### src/rtl/romptr_pkg.sv
`timescale 1ns/1ps
package romptr_pkg;
  localparam int BYTE_W = 8;

  typedef enum logic [1:0] {
    SEQ_IDLE   = 2'b00,
    SEQ_LAUNCH = 2'b01,
    SEQ_FETCH  = 2'b10
  } seq_state_e;

  typedef enum logic [1:0] {
    STEP_ONE  = 2'b00,
    STEP_INC  = 2'b01,
    STEP_ADJ  = 2'b10,
    STEP_NONE = 2'b11
  } step_src_e;

  typedef enum logic [1:0] {
    ADD_OFF     = 2'b00,
    ADD_LOW_WR  = 2'b01,
    ADD_FULL_WR = 2'b10,
    ADD_ON_PORT = 2'b11
  } add_timing_e;

  typedef struct packed {
    logic        spare;
    add_timing_e timing;
    logic        to_adj;
    logic        adj_signed;
    logic        inc_signed;
    step_src_e   src;
  } mode_t;
endpackage

### src/rtl/romptr_step.sv
`timescale 1ns/1ps
module romptr_step
  import romptr_pkg::*;
#(
  parameter int PTR_W = 24,
  parameter int OFS_W = 16
) (
  input  mode_t             mode,
  input  logic [PTR_W-1:0]  ptr,
  input  logic [OFS_W-1:0]  adj,
  input  logic [OFS_W-1:0]  inc,
  input  logic [OFS_W-1:0]  adj_wr_val,
  output logic              main_go,
  output logic [PTR_W-1:0]  main_amt,
  output logic              port_go,
  output logic [PTR_W-1:0]  port_amt,
  output logic              wr_go,
  output logic [PTR_W-1:0]  wr_amt,
  output logic [PTR_W-1:0]  port_addr
);
  localparam int WORD_PAD = PTR_W - OFS_W;
  localparam int BYTE_PAD = PTR_W - BYTE_W;

  function automatic logic [PTR_W-1:0] widen_word(input logic [OFS_W-1:0] v, input logic sgn);
    widen_word = {{WORD_PAD{sgn & v[OFS_W-1]}}, v};
  endfunction

  function automatic logic [PTR_W-1:0] widen_byte(input logic [BYTE_W-1:0] v, input logic sgn);
    widen_byte = {{BYTE_PAD{sgn & v[BYTE_W-1]}}, v};
  endfunction

  logic [PTR_W-1:0] adj_ext;
  logic             unused_spare;

  assign unused_spare = mode.spare;

  always_comb begin
    adj_ext   = widen_word(adj, mode.adj_signed);
    port_addr = ptr + adj_ext;

    main_go  = (mode.src == STEP_ONE) || (mode.src == STEP_INC);
    main_amt = (mode.src == STEP_INC) ? widen_word(inc, mode.inc_signed) : PTR_W'(1);

    port_go  = (mode.src == STEP_ADJ) && (mode.timing == ADD_ON_PORT);
    port_amt = adj_ext;

    wr_go  = (mode.src == STEP_ADJ) &&
             ((mode.timing == ADD_LOW_WR) || (mode.timing == ADD_FULL_WR));
    wr_amt = (mode.timing == ADD_LOW_WR)
             ? widen_byte(adj_wr_val[BYTE_W-1:0], mode.adj_signed)
             : widen_word(adj_wr_val, mode.adj_signed);
  end
endmodule

### src/rtl/romptr_regs.sv
`timescale 1ns/1ps
module romptr_regs
  import romptr_pkg::*;
#(
  parameter int PTR_W     = 24,
  parameter int OFS_W     = 16,
  parameter int ADDR_W    = 4,
  parameter int PTR_BASE  = 1,
  parameter int ADJ_BASE  = 4,
  parameter int INC_BASE  = 6,
  parameter int MODE_BASE = 8
) (
  input  logic              clk,
  input  logic              rst,
  input  logic              acc_wr,
  input  logic              acc_main,
  input  logic              acc_port,
  input  logic [ADDR_W-1:0] addr,
  input  logic [BYTE_W-1:0] wdata,
  input  logic              main_go,
  input  logic [PTR_W-1:0]  main_amt,
  input  logic              port_go,
  input  logic [PTR_W-1:0]  port_amt,
  input  logic              wr_go,
  input  logic [PTR_W-1:0]  wr_amt,
  output logic [PTR_W-1:0]  ptr,
  output logic [OFS_W-1:0]  adj,
  output logic [OFS_W-1:0]  inc,
  output mode_t             mode_act,
  output logic [OFS_W-1:0]  adj_wr_val,
  output logic [BYTE_W-1:0] rd_byte
);
  localparam int PTR_BYTES = PTR_W / BYTE_W;
  localparam int OFS_BYTES = OFS_W / BYTE_W;

  logic [PTR_W-1:0]     ptr_q, ptr_n;
  logic [OFS_W-1:0]     adj_q, adj_n;
  logic [OFS_W-1:0]     inc_q, inc_n;
  logic [BYTE_W-1:0]    pend_q, pend_n;
  mode_t                act_q, act_n;
  logic [OFS_BYTES-1:0] seen_q, seen_n;
  logic                 adj_hit;
  logic                 step_go;
  logic [PTR_W-1:0]     step_amt;

  // Adjust register with the incoming byte merged in
  always_comb begin
    adj_wr_val = adj_q;
    adj_hit    = 1'b0;
    for (int i = 0; i < OFS_BYTES; i++) begin
      if (acc_wr && addr == ADDR_W'(ADJ_BASE + i)) begin
        adj_wr_val[i*BYTE_W +: BYTE_W] = wdata;
        adj_hit = 1'b1;
      end
    end
  end

  // Step selection: at most one event per accepted request
  always_comb begin
    step_go  = 1'b0;
    step_amt = '0;
    if (acc_main && main_go) begin
      step_go  = 1'b1;
      step_amt = main_amt;
    end else if (acc_port && port_go) begin
      step_go  = 1'b1;
      step_amt = port_amt;
    end else if (adj_hit && wr_go) begin
      step_go  = 1'b1;
      step_amt = wr_amt;
    end
  end

  always_comb begin
    ptr_n  = ptr_q;
    adj_n  = adj_q;
    inc_n  = inc_q;
    pend_n = pend_q;
    act_n  = act_q;
    seen_n = seen_q;
    if (acc_wr) begin
      for (int i = 0; i < PTR_BYTES; i++) begin
        if (addr == ADDR_W'(PTR_BASE + i)) ptr_n[i*BYTE_W +: BYTE_W] = wdata;
      end
      for (int i = 0; i < OFS_BYTES; i++) begin
        if (addr == ADDR_W'(INC_BASE + i)) inc_n[i*BYTE_W +: BYTE_W] = wdata;
        if (addr == ADDR_W'(ADJ_BASE + i)) seen_n[i] = 1'b1;
      end
      if (adj_hit) adj_n = adj_wr_val;
      if (addr == ADDR_W'(MODE_BASE)) begin
        pend_n = wdata;
        seen_n = '0;
      end
    end
    if (step_go) begin
      if (act_q.to_adj) adj_n = adj_n + step_amt[OFS_W-1:0];
      else              ptr_n = ptr_n + step_amt;
    end
    if (adj_hit && (&seen_n)) act_n = mode_t'(pend_q);
  end

  always_ff @(posedge clk) begin
    if (rst) begin
      ptr_q  <= '0;
      adj_q  <= '0;
      inc_q  <= '0;
      pend_q <= '0;
      act_q  <= '0;
      seen_q <= '0;
    end else begin
      ptr_q  <= ptr_n;
      adj_q  <= adj_n;
      inc_q  <= inc_n;
      pend_q <= pend_n;
      act_q  <= act_n;
      seen_q <= seen_n;
    end
  end

  always_comb begin
    rd_byte = '0;
    for (int i = 0; i < PTR_BYTES; i++) begin
      if (addr == ADDR_W'(PTR_BASE + i)) rd_byte = ptr_q[i*BYTE_W +: BYTE_W];
    end
    for (int i = 0; i < OFS_BYTES; i++) begin
      if (addr == ADDR_W'(ADJ_BASE + i)) rd_byte = adj_q[i*BYTE_W +: BYTE_W];
      if (addr == ADDR_W'(INC_BASE + i)) rd_byte = inc_q[i*BYTE_W +: BYTE_W];
    end
    if (addr == ADDR_W'(MODE_BASE)) rd_byte = pend_q;
  end

  assign ptr      = ptr_q;
  assign adj      = adj_q;
  assign inc      = inc_q;
  assign mode_act = act_q;
endmodule

### src/rtl/romptr_seq.sv
`timescale 1ns/1ps
module romptr_seq
  import romptr_pkg::*;
#(
  parameter int ADDR_W    = 4,
  parameter int PTR_W     = 24,
  parameter int ROM_AW    = 24,
  parameter int PORT_MAIN = 0,
  parameter int PORT_ADJ  = 9
) (
  input  logic              clk,
  input  logic              rst,
  input  logic              bus_req,
  input  logic              bus_we,
  input  logic [ADDR_W-1:0] bus_addr,
  input  logic [BYTE_W-1:0] reg_byte,
  input  logic [PTR_W-1:0]  ptr,
  input  logic [PTR_W-1:0]  port_addr,
  input  logic [BYTE_W-1:0] rom_data,
  output logic              bus_ready,
  output logic              bus_rvalid,
  output logic [BYTE_W-1:0] bus_rdata,
  output logic              rom_en,
  output logic [ROM_AW-1:0] rom_addr,
  output logic              acc_wr,
  output logic              acc_main,
  output logic              acc_port
);
  seq_state_e state_q;
  logic       accept;
  logic       acc_reg;

  always_comb begin
    accept   = bus_req && (state_q == SEQ_IDLE);
    acc_wr   = accept && bus_we;
    acc_main = accept && !bus_we && (bus_addr == ADDR_W'(PORT_MAIN));
    acc_port = accept && !bus_we && (bus_addr == ADDR_W'(PORT_ADJ));
    acc_reg  = accept && !bus_we && !acc_main && !acc_port;
  end

  assign bus_ready = (state_q == SEQ_IDLE);

  always_ff @(posedge clk) begin
    if (rst) begin
      state_q    <= SEQ_IDLE;
      bus_rvalid <= 1'b0;
      bus_rdata  <= '0;
      rom_en     <= 1'b0;
      rom_addr   <= '0;
    end else begin
      bus_rvalid <= 1'b0;
      rom_en     <= 1'b0;
      unique case (state_q)
        SEQ_IDLE: begin
          if (acc_main || acc_port) begin
            rom_en   <= 1'b1;
            rom_addr <= acc_port ? port_addr[ROM_AW-1:0] : ptr[ROM_AW-1:0];
            state_q  <= SEQ_LAUNCH;
          end else if (acc_reg) begin
            bus_rdata  <= reg_byte;
            bus_rvalid <= 1'b1;
          end
        end
        SEQ_LAUNCH: state_q <= SEQ_FETCH;
        SEQ_FETCH: begin
          bus_rdata  <= rom_data;
          bus_rvalid <= 1'b1;
          state_q    <= SEQ_IDLE;
        end
        default: state_q <= SEQ_IDLE;
      endcase
    end
  end
endmodule

### src/rtl/romptr_stream.sv
`timescale 1ns/1ps
module romptr_stream
  import romptr_pkg::*;
#(
  parameter int PTR_W  = 24,
  parameter int OFS_W  = 16,
  parameter int ROM_AW = 24,
  parameter int ADDR_W = 4
) (
  input  logic              clk,
  input  logic              rst,
  input  logic              bus_req,
  input  logic              bus_we,
  input  logic [ADDR_W-1:0] bus_addr,
  input  logic [7:0]        bus_wdata,
  output logic              bus_ready,
  output logic              bus_rvalid,
  output logic [7:0]        bus_rdata,
  output logic              rom_en,
  output logic [ROM_AW-1:0] rom_addr,
  input  logic [7:0]        rom_data
);
  localparam int PTR_BYTES = PTR_W / BYTE_W;
  localparam int OFS_BYTES = OFS_W / BYTE_W;
  localparam int PORT_MAIN = 0;
  localparam int PTR_BASE  = 1;
  localparam int ADJ_BASE  = PTR_BASE + PTR_BYTES;
  localparam int INC_BASE  = ADJ_BASE + OFS_BYTES;
  localparam int MODE_BASE = INC_BASE + OFS_BYTES;
  localparam int PORT_ADJ  = MODE_BASE + 1;

  logic [PTR_W-1:0]  ptr_w, port_addr_w;
  logic [OFS_W-1:0]  adj_w, inc_w, adj_wr_val_w;
  mode_t             mode_act_w;
  logic [BYTE_W-1:0] reg_byte_w;
  logic              acc_wr_w, acc_main_w, acc_port_w;
  logic              main_go_w, port_go_w, wr_go_w;
  logic [PTR_W-1:0]  main_amt_w, port_amt_w, wr_amt_w;

  romptr_seq #(
    .ADDR_W(ADDR_W), .PTR_W(PTR_W), .ROM_AW(ROM_AW),
    .PORT_MAIN(PORT_MAIN), .PORT_ADJ(PORT_ADJ)
  ) u_seq (
    .clk(clk), .rst(rst),
    .bus_req(bus_req), .bus_we(bus_we), .bus_addr(bus_addr),
    .reg_byte(reg_byte_w), .ptr(ptr_w), .port_addr(port_addr_w),
    .rom_data(rom_data),
    .bus_ready(bus_ready), .bus_rvalid(bus_rvalid), .bus_rdata(bus_rdata),
    .rom_en(rom_en), .rom_addr(rom_addr),
    .acc_wr(acc_wr_w), .acc_main(acc_main_w), .acc_port(acc_port_w)
  );

  romptr_step #(.PTR_W(PTR_W), .OFS_W(OFS_W)) u_step (
    .mode(mode_act_w), .ptr(ptr_w), .adj(adj_w), .inc(inc_w),
    .adj_wr_val(adj_wr_val_w),
    .main_go(main_go_w), .main_amt(main_amt_w),
    .port_go(port_go_w), .port_amt(port_amt_w),
    .wr_go(wr_go_w), .wr_amt(wr_amt_w),
    .port_addr(port_addr_w)
  );

  romptr_regs #(
    .PTR_W(PTR_W), .OFS_W(OFS_W), .ADDR_W(ADDR_W),
    .PTR_BASE(PTR_BASE), .ADJ_BASE(ADJ_BASE),
    .INC_BASE(INC_BASE), .MODE_BASE(MODE_BASE)
  ) u_regs (
    .clk(clk), .rst(rst),
    .acc_wr(acc_wr_w), .acc_main(acc_main_w), .acc_port(acc_port_w),
    .addr(bus_addr), .wdata(bus_wdata),
    .main_go(main_go_w), .main_amt(main_amt_w),
    .port_go(port_go_w), .port_amt(port_amt_w),
    .wr_go(wr_go_w), .wr_amt(wr_amt_w),
    .ptr(ptr_w), .adj(adj_w), .inc(inc_w), .mode_act(mode_act_w),
    .adj_wr_val(adj_wr_val_w), .rd_byte(reg_byte_w)
  );
endmodule

### config.mk
export PLATFORM = sky130hd
export DESIGN_NAME = romptr_stream
export DESIGN_NICKNAME = d
export VERILOG_FILES = /design/src/rtl/romptr_pkg.sv /design/src/rtl/romptr_step.sv /design/src/rtl/romptr_regs.sv /design/src/rtl/romptr_seq.sv /design/src/rtl/romptr_stream.sv
export SDC_FILE = /design/constraint.sdc
export NUM_CORES = 1
export LEC_CHECK = 0
export ABC_AREA = 1
export BUFFER_PORTS_ARGS = -buffer_cell sky130_fd_sc_hd__clkbuf_2
export CAP_MARGIN = 20
export CORE_ASPECT_RATIO = 0.9
export CORE_MARGIN = 2
export CORE_UTILIZATION = 40
export DETAILED_ROUTE_END_ITERATION = 12
export PLACE_DENSITY = 0.58
export SYNTH_ARGS = -nofsm -noshare
export SYNTH_HDL_FRONTEND = slang
export SYNTH_SLANG_ARGS = --single-unit
### constraint.sdc
create_clock -name clk -period 3.45 [get_ports clk]
set_input_delay 0.1725 -clock clk [delete_from_list [all_inputs] [get_ports clk]]
set_output_delay 0.1725 -clock clk [all_outputs]
set_load 0.01 [all_outputs]
After elaboration in Yosys (flattened, before gate mapping)
Cells that the tools add are included.
- equal/unequal tests: 19
- reductions and logical operators: 32
- bitwise logic cells: 5
- mux-type cells: 44
- add/subtract/negate cells: 3
- operators with widths (cell ; number):
    $mux W24 ; 9
    $mux W8 ; 15
    $mux W16 ; 4
    $add A24 B24 Y24 ; 2
    $add A16 B16 Y16 ; 1
    $eq A4 B3 Y1 const B ; 4
    $pmux W8 S2 ; 1
    $logic_and A1 B1 Y1 ; 15
    $mux W1 ; 10
    $reduce_and A2 Y1 ; 5
    $eq A2 B2 Y1 const B ; 4
    $eq A4 B2 Y1 const B ; 2
    $eq A4 B4 Y1 const B ; 2
    $eq A2 B1 Y1 const B ; 3
    $mux W2 ; 3
    $and A1 B1 Y1 ; 4
    $eq A4 B1 Y1 const B ; 1
    $logic_not A2 Y1 ; 2
    $logic_not A4 Y1 ; 1
    $ne A2 B1 Y1 const B ; 2
    $pmux W2 S2 ; 1
    $logic_not A1 Y1 ; 3
    $logic_or A1 B1 Y1 ; 3
    $reduce_and A3 Y1 ; 1
    5 further kinds ; 5
- register bits: 109
- input bits: 24
- word-level logic and storage cells: 119
- output and inout bits: 35

Longest topological paths before layout
- depth in word-level cells: 13
- gate-level depth with buffers: 27
- gate-level depth less buffers: 26

Modules after synthesis
From an unflattened synthesis, not the netlist that was laid out.
- cell total of the unflattened synthesis: 1873
- area total of the unflattened synthesis: 10940.5 sq um
- by module, submodules not included (module ; sequential area each (sq um) ; area each (sq um) ; times used ; cells an instance):
    romptr_regs ; 1481.4 ; 6882.9 ; 1 ; 1165
    romptr_step ; 0.0 ; 2180.8 ; 1 ; 419
    romptr_seq ; 720.7 ; 1876.8 ; 1 ; 289

Least setup slack after synthesis
OpenSTA, ideal clock, no wires.
- path type: register to register
- from: reg u_seq.state_q[0]
- to: reg u_regs.adj_q[14] (netlist: u_regs.adj[14])
- data arrival time: 3311 ps
- library setup time: 115 ps
- setup slack: 25 ps
- path buffers: 1
- required time: 3335 ps
- period minus slack after synthesis: 3425 ps
- stages on the path, launching flop included: 19
- cells stage by stage: dfxtp_1 -> nor2_2 -> nand2_2 -> nor3_2 -> nand2_1 -> nor2_1 -> clkbuf_1 -> a21oi_1 -> ha_1 -> fa_1 -> nand3_1 -> nand2_1 -> nand2_1 -> o211ai_1 -> a21boi_0 -> o21ai_0 -> xor2_1 -> nor2_1 -> nor2_1
- cells in the longest elaborated chain, start to end: 13
- elaborated cells between the ends (all ways): 28
- classes of those cells: add/sub (1); mux (15); bitwise (1); reduce/logical (11)
- RTL lines (element ; RTL line ; RTL):
    from (decl) ; romptr_seq.sv:29 ; seq_state_e state_q;
    from (signal assigned) ; romptr_seq.sv:45 ; state_q <= SEQ_IDLE;
    from (signal assigned) ; romptr_seq.sv:58 ; state_q <= SEQ_LAUNCH;
    from (signal assigned) ; romptr_seq.sv:64 ; SEQ_LAUNCH: state_q <= SEQ_FETCH;
    $logic_not A2 Y1 * ; n/a ;
    named net bus_ready ; romptr_stream.sv:16 ; output logic bus_ready,
    $logic_and A1 B1 Y1 * ; romptr_seq.sv:34 ; accept = bus_req && (state_q == SEQ_IDLE);
    $logic_and A1 B1 Y1 ; romptr_seq.sv:35 ; acc_wr = accept && bus_we;
    $logic_and A1 B1 Y1 ; romptr_regs.sv:51 ; if (acc_wr && addr == ADDR_W'(ADJ_BASE + i)) begin
    $mux W8 or $mux W1 (tied branches) ; romptr_regs.sv:51 ;
    $and A1 B1 Y1 or $mux W1 (tied branches) ; romptr_step.sv:29, romptr_regs.sv:51 ;
    $mux W24 or $logic_and A1 B1 Y1 (tied branches) ; romptr_step.sv:50, romptr_regs.sv:68 ;
    $mux W24 ; romptr_regs.sv:68 ; end else if (adj_hit && wr_go) begin
    $mux W24 ; romptr_regs.sv:65 ; end else if (acc_port && port_go) begin
    $mux W24 ; romptr_regs.sv:62 ; if (acc_main && main_go) begin
    $add A16 B16 Y16 ; romptr_regs.sv:96 ; if (act_q.to_adj) adj_n = adj_n + step_amt[OFS_W-1:0];
    $mux W16 ; romptr_regs.sv:96 ;
    $mux W16 * ; romptr_regs.sv:95 ; if (step_go) begin
    to (signal assigned) ; romptr_regs.sv:112 ; adj_q <= adj_n;
    to (decl) ; romptr_regs.sv:37 ; logic [OFS_W-1:0] adj_q, adj_n;
The timed path passes the listed nets; every way through them passes the cells marked *.
A chain may end at the register's enable or synchronous reset.

Worst setup path in the final report
- from: reg u_seq.state_q[1]
- to: reg u_regs.ptr_q[17] (netlist: u_regs.ptr[17])
- cells in the longest elaborated chain, start to end: 13
- elaborated cells between the ends (all ways): 28
- classes of those cells: add/sub (1); mux (14); bitwise (2); reduce/logical (11)
- RTL lines (element ; RTL line ; RTL):
    $logic_not A2 Y1 * ; romptr_seq.sv:34 ;
    $logic_and A1 B1 Y1 * ; romptr_seq.sv:34 ;
    $logic_and A1 B1 Y1 ; romptr_seq.sv:35 ;
    $logic_and A1 B1 Y1 ; romptr_regs.sv:51 ;
    $mux W8 or $mux W1 (tied branches) ; romptr_regs.sv:51 ;
    $and A1 B1 Y1 (tied with other cells) ; romptr_step.sv:29 ; widen_byte = {{BYTE_PAD{sgn & v[BYTE_W-1]}}, v};
    $mux W24 or $logic_and A1 B1 Y1 (tied branches) ; romptr_step.sv:50, romptr_regs.sv:68 ;
    $mux W24 ; romptr_regs.sv:68 ;
    $mux W24 ; romptr_regs.sv:65 ;
    $mux W24 ; romptr_regs.sv:62 ;
    $add A24 B24 Y24 ; romptr_regs.sv:97 ; else ptr_n = ptr_n + step_amt;
    $mux W24 ; romptr_regs.sv:96 ;
    $mux W24 * ; romptr_regs.sv:95 ;
    to (signal assigned) ; romptr_regs.sv:111 ; ptr_q <= ptr_n;
    to (decl) ; romptr_regs.sv:36 ; logic [PTR_W-1:0] ptr_q, ptr_n;
Mark *: on every way between the ends. The rest lies on a longest branch, timed or not.

==> metrics.txt <==
# diodes=0; syn_nets=between 1000 and 1500; Multi-input gate area=0.006070 sq mm; Netlist Area Pre-Place=0.008680 sq mm; CP cell instances=nor2_4, nand3_4, nor2_4, nand2_2, and2_4, nand3_1, o21ai_2, buf_6, o21ai_1, o211ai_1, ha_1, nand2_2, nor2_2, inv_2, nor3_4, a21oi_2, nor2_1, nor2_1, or2_2, a21oi_2; Slowest cell on crit path=ha_1; max incr delay on CP=0.42 ns; Core Region=0.02144 sq mm; CP Launch Type=flop; CTS H-tree lvls=3; crit-path max FO=7; placed cell area=between 0.009 and 0.01 sq mm; DR vias/cell=5.490; post-synthesis sequential area ratio=25.14%; # port buffers=58; dpl ws=-0.1128 ns; share of cells above drive strength 1=18.44%; Pleak=between 4 and 5 nW; status=completed; Layout fillers=~2200; Pwr Total=2.664 mW; DP HPWL=25.75 mm; initial DRC count=1045; Synth Register Bits=109; Post-synth EDFFs=0; DRC viols=0; starting density of the core=40.48%; Clock Skew=approximately 0.011 ns; vias in the first global route=8717; clock latency on the worst-skew pair=0.37 ns; Worst slew margin=a little over two fifths; register area=0.002186 sq mm; Rows=51; NumNets Final=1587; Max Slew Vio Count=0; Mapped Cells=roughly 1400; Least-Margin Pin Slew=0.8649 ns; Synth warnings=0; routed wire length per instance=18.47 microns; initial antenna violation count=0; worst path arrival time=~3.7 ns; I/O Pins=59; dpl cells=between 1500 and 2000; final hold violations=0; Detailed Route WL=roughly 33 mm; clock root buffer=clkbuf_16; power per cell area=250.5 mW/mm^2; Top FF cell, synth=dfxtp_1; Final GP Congestion=between 0.9 and 1; drt pass-1 iters=6; period utilization=98.90%; DR vias=9844; Yosys cell types=47; final antenna-violating net count=0; critical path endpoint category=flop; syn avg cell area=6.377 sq um; Setup WS post-layout=0.03803 ns; Synth-to-Final Area Change=22.56%; Inserted Clock Buffers=9; Async SR Flop Fraction=0%; DIE AREA=0.02290 sq mm; worst hold-check path type=in -> reg; height of the die=143.7 microns; Req. time, crit path=3.75 ns; GRT overflow=0; CTS Buffer Depth=2; Reg clk slew, reported paths=0.09 ns; RSZ-0062 raised after global routing=true; Non-Filler Instances=1793; peak supply drop=between 0.2 and 0.25 mV; Setup violations, final=0; DIE WIDTH=159.3 microns; pin count of the biggest net entering global routing=a little under 90; Crit Path Category=reg -> reg; first-pass GRT wire length=50.12 mm; TNS Setup=0 ns; CTS tree=done; max cap viols=0; Final min period=3.412 ns; Max Freq=293.1 MHz; clk sinks=109; CTS Hold Bufs=0; GRT Overall Usage=between 20% and 30%; Final Instance Area=between 0.01 and 0.015 sq mm
==> cell usage in the layout (no fill, tap or decap), types with 3 or more instances in the layout <==
cell and n:
a21o_1 9, a21oi_1 134, a21oi_2 12, a221oi_1 3, a31oi_1 4, buf_4 101, buf_6 3, clkbuf_16 9
clkbuf_2 58, dfxtp_1 108, ha_1 57, ha_4 5, inv_1 150, inv_2 5, inv_6 3, nand2_1 260
nand2_2 12, nand2_4 3, nand3_1 56, nand3_2 8, nand3b_1 3, nand4_1 22, nor2_1 145, nor2_2 8
nor2_4 8, nor3_1 10, nor3_2 5, nor4_1 6, o211ai_1 13, o21a_1 4, o21ai_0 141, o21ai_1 38
o21ai_2 3, o21bai_1 6, o221ai_4 3, o22ai_1 7, or2_2 7, xnor2_1 15, xor2_1 22
==> layer usage <==
| metal | GRT usage, % | share of wire (%) | vias up |
|---|---|---|---|
| met5 | 0 | 0 | - |
| met4 | 11.10 | 3.5 | 0 |
| met3 | 4.531 | 8.2 | 64 |
| met2 | 42.33 | 42 | 400 |
| met1 | 40.39 | 47 | 4513 |
| li1 | - | - | 4867 |
==> kinds of logic after synthesis <==
group | after synthesis | share of synthesized area, %
xor gates and xnor gates | 37 | 3.734
and+or+nand+nor | 559 | 27.66
adders and majority gates | 66 | 9.774
DFF | 109 | 25.14
AOI/OAI and AO/OA | 393 | 24.59
buffers and inverters | 197 | 9.096
==> through the flow <==
stage / utilization, % / hold WS, ns
6_report: 49.61 / 0.08058
5_1_grt: 49.61 / 0.08987
4_1_cts: 47.48 / 0.07882
3_5_place_dp: 45.98 / 0.4565
3_3_place_gp: 45.98 / 0.4494
2_1_floorplan: - / 0.2565
==> cell type report <==
class / instances / area share, %
multi-input cells: 1055 / 57.06
flip-flops and latches: 109 / 20.55
repair buffers: 163 / 10.36
inverters: 159 / 5.728
well taps: 291 / 3.423
clock buffers: 10 / 2.247
clock inverters: 6 / 0.6351
==> synth_stat cells (9+ instances only) <==
master / number / area (sq um)
dfxtp_1: 109 / 2182
nand3_1: 62 / 310.3
nand2_1: 271 / 1017
o21ai_0: 158 / 790.8
o211ai_1: 13 / 97.59
nor3_1: 14 / 70.07
nand4_1: 22 / 137.6
xor2_1: 22 / 192.7
ha_1: 63 / 788.3
o21ai_1: 24 / 120.1
a21oi_1: 146 / 730.7
inv_1: 154 / 578.1
a21o_1: 9 / 67.56
nor2_1: 152 / 570.6
clkbuf_1: 22 / 82.58
xnor2_1: 15 / 131.4
==> power breakdown <==
group	switching [mW]	leakage [nW]	internal, mW
clock network	0.576	0.150	0.534
logic	0.171	3.88	0.0845
registers	0.0194	0.882	1.28
==> repair_timing <==
action                                  CTS  global route
buffers inserted                          0            12
pin swaps                                 1            49
endpoints found under the setup margin    4            20
resized for setup                         5            97
==> critical path, delay by kind of cell, from the launching register on <==
kind	cells	cell delay, ns
simple gates	12	1.79
flops	1	0.36
fa+ha+maj	1	0.42
compound gates	5	0.55
buf+inv	2	0.20
==> worst paths after layout <==
path	startpoint	end	depth (start not counted)	slack [ns]
hold reg to reg	u_seq.state_q[1]	u_seq.state_q[1]	1	0.46
setup reg to reg	u_seq.state_q[1]	u_regs.ptr[17]	20	0.04
setup / recovery	u_seq.state_q[1]	u_regs.ptr[17]	20	0.04
hold / removal	rom_data[6]	u_seq.bus_rdata[6]	3	0.08
==> state kept, by name, summed over array words and instances, names as in the netlist <==
signal,flops
u_regs.ptr,24
u_seq.rom_addr,24
u_regs.adj,16
u_regs.inc,16
u_regs.pend_q,8
u_seq.bus_rdata,8
u_regs.mode_act,7
u_regs.seen_q,2
u_seq.state_q,2
u_seq.bus_rvalid,1
u_seq.rom_en,1
(Power assumes the default switching activity.)
